[src/rtl/alert_status_pkg.sv]
package alert_status_pkg;
  localparam int unsigned COND_W = 8;

  typedef enum logic [2:0] {
    C_VIN      = 3'd0,
    C_IOUT_OC  = 3'd1,
    C_TEMP     = 3'd2,
    C_FAN      = 3'd3,
    C_COMM     = 3'd4,
    C_PEC      = 3'd5,
    C_BAD_CMD  = 3'd6,
    C_INTERNAL = 3'd7
  } cond_idx_e;

  typedef struct packed {
    logic faults_cmd;
    logic status_rd;
    logic pin_cycle;
    logic op_cycle;
  } clr_src_t;
endpackage

[src/rtl/alert_sync.sv]
module alert_sync #(
  parameter int unsigned W      = 8,
  parameter int unsigned STAGES = 2
) (
  input  logic         clk_i,
  input  logic         rst_ni,
  input  logic [W-1:0] d_i,
  output logic [W-1:0] q_o
);
  logic [W-1:0] stage_q [STAGES];

  for (genvar g = 0; g < STAGES; g++) begin : g_stage
    if (g == 0) begin : g_first
      always_ff @(posedge clk_i or negedge rst_ni)
        if (!rst_ni) stage_q[g] <= '0;
        else         stage_q[g] <= d_i;
    end else begin : g_next
      always_ff @(posedge clk_i or negedge rst_ni)
        if (!rst_ni) stage_q[g] <= '0;
        else         stage_q[g] <= stage_q[g-1];
    end
  end

  assign q_o = stage_q[STAGES-1];
endmodule

[src/rtl/alert_change_det.sv]
module alert_change_det #(
  parameter int unsigned W = 8
) (
  input  logic         clk_i,
  input  logic         rst_ni,
  input  logic [W-1:0] d_i,
  output logic [W-1:0] change_o,
  output logic [W-1:0] rise_o
);
  logic [W-1:0] prev_q;

  always_ff @(posedge clk_i or negedge rst_ni)
    if (!rst_ni) prev_q <= '0;
    else         prev_q <= d_i;

  assign change_o = d_i ^ prev_q;
  assign rise_o   = d_i & ~prev_q;
endmodule

[src/rtl/alert_clear_ctl.sv]
module alert_clear_ctl
  import alert_status_pkg::*;
(
  input  logic     clk_i,
  input  logic     rst_ni,
  input  logic     clr_faults_i,
  input  logic     status_rd_i,
  input  logic     out_en_i,
  input  logic     op_wr_i,
  input  logic     op_on_i,
  output clr_src_t src_o,
  output logic     clr_o
);
  logic en_off_q, op_off_q;

  always_ff @(posedge clk_i or negedge rst_ni)
    if (!rst_ni) begin
      en_off_q <= 1'b0;
      op_off_q <= 1'b0;
    end else begin
      en_off_q <= ~out_en_i;
      if (op_wr_i) op_off_q <= ~op_on_i;
    end

  always_comb begin
    src_o.faults_cmd = clr_faults_i;
    src_o.status_rd  = status_rd_i;
    src_o.pin_cycle  = out_en_i & en_off_q;
    src_o.op_cycle   = op_wr_i & op_on_i & op_off_q;
  end

  assign clr_o = |src_o;

  // a pin cycle consumes the off flag
  assert_pin_once_R6: assert property (@(posedge clk_i) disable iff (!rst_ni)
    src_o.pin_cycle |=> !src_o.pin_cycle);
endmodule

[src/rtl/alert_status_ctl.sv]
module alert_status_ctl
  import alert_status_pkg::*;
#(
  parameter int unsigned COND_W      = alert_status_pkg::COND_W,
  parameter int unsigned SYNC_STAGES = 2
) (
  input  logic              clk_i,
  input  logic              rst_ni,
  input  logic [COND_W-1:0] cond_i,
  input  logic              clr_faults_i,
  input  logic              status_rd_i,
  input  logic              out_en_i,
  input  logic              op_wr_i,
  input  logic              op_on_i,
  output logic              alert_n_o,
  output logic [COND_W-1:0] status_o
);
  logic [COND_W-1:0] cond_s, change, rise, status_q, status_d;
  logic              alert_q, alert_set, rearm_q, clr_any;
  clr_src_t          clr_src;

  alert_sync #(.W(COND_W), .STAGES(SYNC_STAGES)) u_sync (
    .clk_i, .rst_ni, .d_i(cond_i), .q_o(cond_s)
  );

  alert_change_det #(.W(COND_W)) u_det (
    .clk_i, .rst_ni, .d_i(cond_s), .change_o(change), .rise_o(rise)
  );

  alert_clear_ctl u_clr (
    .clk_i, .rst_ni,
    .clr_faults_i, .status_rd_i, .out_en_i, .op_wr_i, .op_on_i,
    .src_o(clr_src), .clr_o(clr_any)
  );

  // relatch on the cycle after a clear if anything is still active
  assign alert_set = (|change) | (rearm_q & (|cond_s));
  assign status_d  = (clr_any ? '0 : status_q) | rise | (rearm_q ? cond_s : '0);

  always_ff @(posedge clk_i or negedge rst_ni)
    if (!rst_ni) begin
      alert_q  <= 1'b0;
      rearm_q  <= 1'b0;
      status_q <= '0;
    end else begin
      rearm_q  <= clr_any;
      status_q <= status_d;
      if (alert_set)    alert_q <= 1'b1;
      else if (clr_any) alert_q <= 1'b0;
    end

  assign alert_n_o = ~alert_q;
  assign status_o  = status_q;

  assert_change_alerts_R2: assert property (@(posedge clk_i) disable iff (!rst_ni)
    (|change) |=> !alert_n_o);

  assert_latch_hold_R3: assert property (@(posedge clk_i) disable iff (!rst_ni)
    (!alert_n_o && !clr_any) |=> !alert_n_o);

  assert_faults_clear_R4: assert property (@(posedge clk_i) disable iff (!rst_ni)
    (clr_src.faults_cmd && !(|change) && !(|rise) && !rearm_q) |=> (alert_n_o && status_o == '0));

  assert_relatch_R8: assert property (@(posedge clk_i) disable iff (!rst_ni)
    (clr_any && (|cond_s)) |=> ##1 !alert_n_o);

  assert_sticky_R9: assert property (@(posedge clk_i) disable iff (!rst_ni)
    !clr_any |=> ((status_o & $past(status_o)) == $past(status_o)));
endmodule

[config.mk]
export PLATFORM = sky130hd
export DESIGN_NAME = alert_status_ctl
export DESIGN_NICKNAME = d
export VERILOG_FILES = /design/src/rtl/alert_status_pkg.sv /design/src/rtl/alert_sync.sv /design/src/rtl/alert_change_det.sv /design/src/rtl/alert_clear_ctl.sv /design/src/rtl/alert_status_ctl.sv
export SDC_FILE = /design/constraint.sdc
export NUM_CORES = 1
export LEC_CHECK = 0
export ABC_AREA = 1
export BUFFER_PORTS_ARGS = -buffer_cell sky130_fd_sc_hd__buf_2
export CORE_MARGIN = 3
export CORE_UTILIZATION = 46
export DETAILED_ROUTE_END_ITERATION = 8
export PLACE_DENSITY = 0.64
export SYNTH_ARGS = -nofsm -noshare
export SYNTH_HDL_FRONTEND = slang
export SYNTH_HIERARCHICAL = 1
export SYNTH_SLANG_ARGS = --single-unit
[constraint.sdc]
create_clock -name clk_i -period 3.3 [get_ports clk_i]
set_input_delay 0.33 -clock clk_i [delete_from_list [all_inputs] [get_ports clk_i]]
set_output_delay 0.33 -clock clk_i [all_outputs]
set_load 0.01 [all_outputs]
==> summary.txt <==
Clock network
  • Number of CTS-inserted buffers: 5
  • Post-CTS Hold Buffers: 0
  • CTS H-Tree Depth: 2
  • Clock root buffer: clkbuf_4
  • CTS tree: built
  • # resized after CTS: 0
  • # Post-CTS Setup Buffers: 0
  • Worst-Skew Late Latency: 330 ps
  • CTS clk-pin slew, worst paths: 110 ps
  • Clock buffer depth: 2
  • CTS Sinks: 36

Synth
  • YS warnings: 6
  • Syn_area_per_cell: 11.4 µm²
  • Mapped cell area: 1350 µm²
  • Syn Nets: 141
  • Cell count after synthesis: 118

Floorplanning
  • Initial core utilization: 0.510
  • Die height: 60.1 µm
  • I/O pin count: 24
  • Core area: 2640 µm²
  • Die Wd: 60.1 µm
  • Die area: 3610 µm²
  • Num rows: 18

Worst setup path
  • R2R depth: 6
  • Slowest cell delay on critical path: 400 ps
  • WP data arrival: 900 ps
  • Slowest cell on crit path: dfrtp_1
  • Worst path required time: 2970 ps
  • Critical path depth: 2
  • Crit path max-delay family: flip-flops
  • Worst Setup Start Kind: flip-flop
  • Critical path fanouts, max: 2
  • Crit path buf inv count: 2
  • Setup CP Type: reg2out
  • CP Capture Type: output port
  • Crit-path cells: inv_1 -> buf_2

Power and ir drop
  • Leak Pwr: 0.790 nW
  • Clock Power Share: 0.349
  • Max IR drop VDD: 0.450 mV
  • Switching share of power: 0.222
  • Internal power: 653 µW
  • Comb power frac: 0.077
  • Power Total: 839 µW
  • Sw Pwr: 187 µW
  • PD cells: 559 nW/µm²
  • Flop pwr share: 0.574

Global route
  • Number of global-route vias before repair: 754
  • Initial antenna violation count: 0
  • Largest net degree at the start of global routing: 37
  • Total grt overflow: 0
  • Met1 Resource Use GR: 0.147
  • GR peak layer: met2
  • Global-route wire length before repair: 3.17 mm
  • Met2 Use GR: 0.187
  • Overall Global Routing Usage: 0.129
  • Met3 global-route usage: 0.0670

Final layout
  • Fillers: 248
  • Area of the multi-input gates: 302 µm²
  • Antenna diodes: 0
  • Most frequent cells in the layout: dfrtp_1, buf_2, nand2_1, inv_1
  • FF+latch area: 901 µm²
  • Synth-to-layout area growth: 11.7%
  • Nets: 162
  • Final cell count without fillers: 170
  • Most common cell after layout, fill and taps aside: dfrtp_1
  • Share of cells above drive strength 1: 0.250

STA
  • Clock Skews: 11.3 ps
  • Fin. Hold Viols: 0
  • Min Tclk post-route: 1230 ps
  • Relative max-transition margin: 0.506
  • Slew @ Worst Pin: 742 ps
  • Worst Hold Margin: 51.9 ps
  • Max Slew Vio Count: 0
  • Final worst slack: 2070 ps
  • Unrepaired setup endpoints after global routing: no
  • Setup Viol. Count Final: 0
  • Max frequency: 814 MHz
  • Setup TNS: 0 ps
  • Final Cycle Share: 0.372

Placement
  • GP Congestion: 0.701
  • Post-DP HPWL: 1.24 mm
  • Pre-CTS WS: 2090 ps
  • IO buf count: 23
  • Cells after DPL: 162

Min path
  • Worst hold path type: in2async

Outcome
  • Outcome: complete, no violations

Drt
  • Wire per inst: 10.7 µm
  • Pre-antenna DRT Iters: 4
  • Final ANT Viol Nets: 0
  • # DRC: 0
  • DRT iter0 DRCs: 29
  • Final WL: 1.82 mm
  • Vias: 777
  • Vias per cell: 4.57

Flow run
  • Max-cap viol count: 0
==> worst reg2reg max path: cells and delay by family, from the launching register on <==
family / cells / cell delay, ps
adder cells (fa/ha/maj): 1 / 300
flip-flops: 1 / 430
AND/OR/NAND/NOR: 4 / 360
buffers and inverters: 1 / 40
==> power groups by stage <==
stage / combinational (mW) / sequential [mW] / clock [mW]
floorplan: 0.0416 / 0.489 / 0
global placement: 0.0651 / 0.490 / 0
detailed placement: 0.0664 / 0.491 / 0
CTS: 0.0668 / 0.483 / 0.308
global route: 0.0769 / 0.485 / 0.327
finish: 0.0645 / 0.482 / 0.293
==> routing by layer <==
metal / wire length (µm) / vias to the layer above
met5: 0 / -
met4: 27 / 0
met3: 135 / 2
met2: 836 / 22
met1: 823 / 360
li1: - / 393
==> worst paths after layout <==
check | endpoint | slack, ps | from
min in group clk_i | u_sync/stage_q[13] | 100 | cond_i[5]
worst min register to register | u_sync/q_o[6] | 360 | u_sync/stage_q[14]
worst max-delay path | alert_n_o | 2070 | alert_q
worst max register to register | alert_q | 2090 | u_sync/q_o[3]
worst min-delay path | status_o[4] | 50 | rst_ni
max in group asynchronous | u_sync/q_o[7] | 2780 | rst_ni
==> final cells by class <==
type / instances / area share
Clock buffer: 6 / 0.0275
Clock inverter: 2 / 0.0233
Inverter: 19 / 0.0475
Multi-Input combinational cell: 54 / 0.201
Sequential cell: 36 / 0.600
Tap cell: 30 / 0.0250
Timing Repair Buffer: 23 / 0.0766
==> sequential cells by signal, summed over array words and instances, names as in the netlist <==
name and cells:
u_sync/stage_q 8, alert_q 1, status_o 8, u_sync/q_o 8, u_det/prev_q 8, u_clr/en_off_q 1, u_clr/op_off_q 1, rearm_q 1
==> through the flow <==
stage           util  instance area, µm²
2_1_floorplan      -                1350
3_3_place_gp   0.541                1430
3_5_place_dp   0.541                1430
4_1_cts        0.570                1500
5_1_grt        0.570                1500
6_report       0.570                1500
Note: power is estimated with default switching activity, not from simulation.
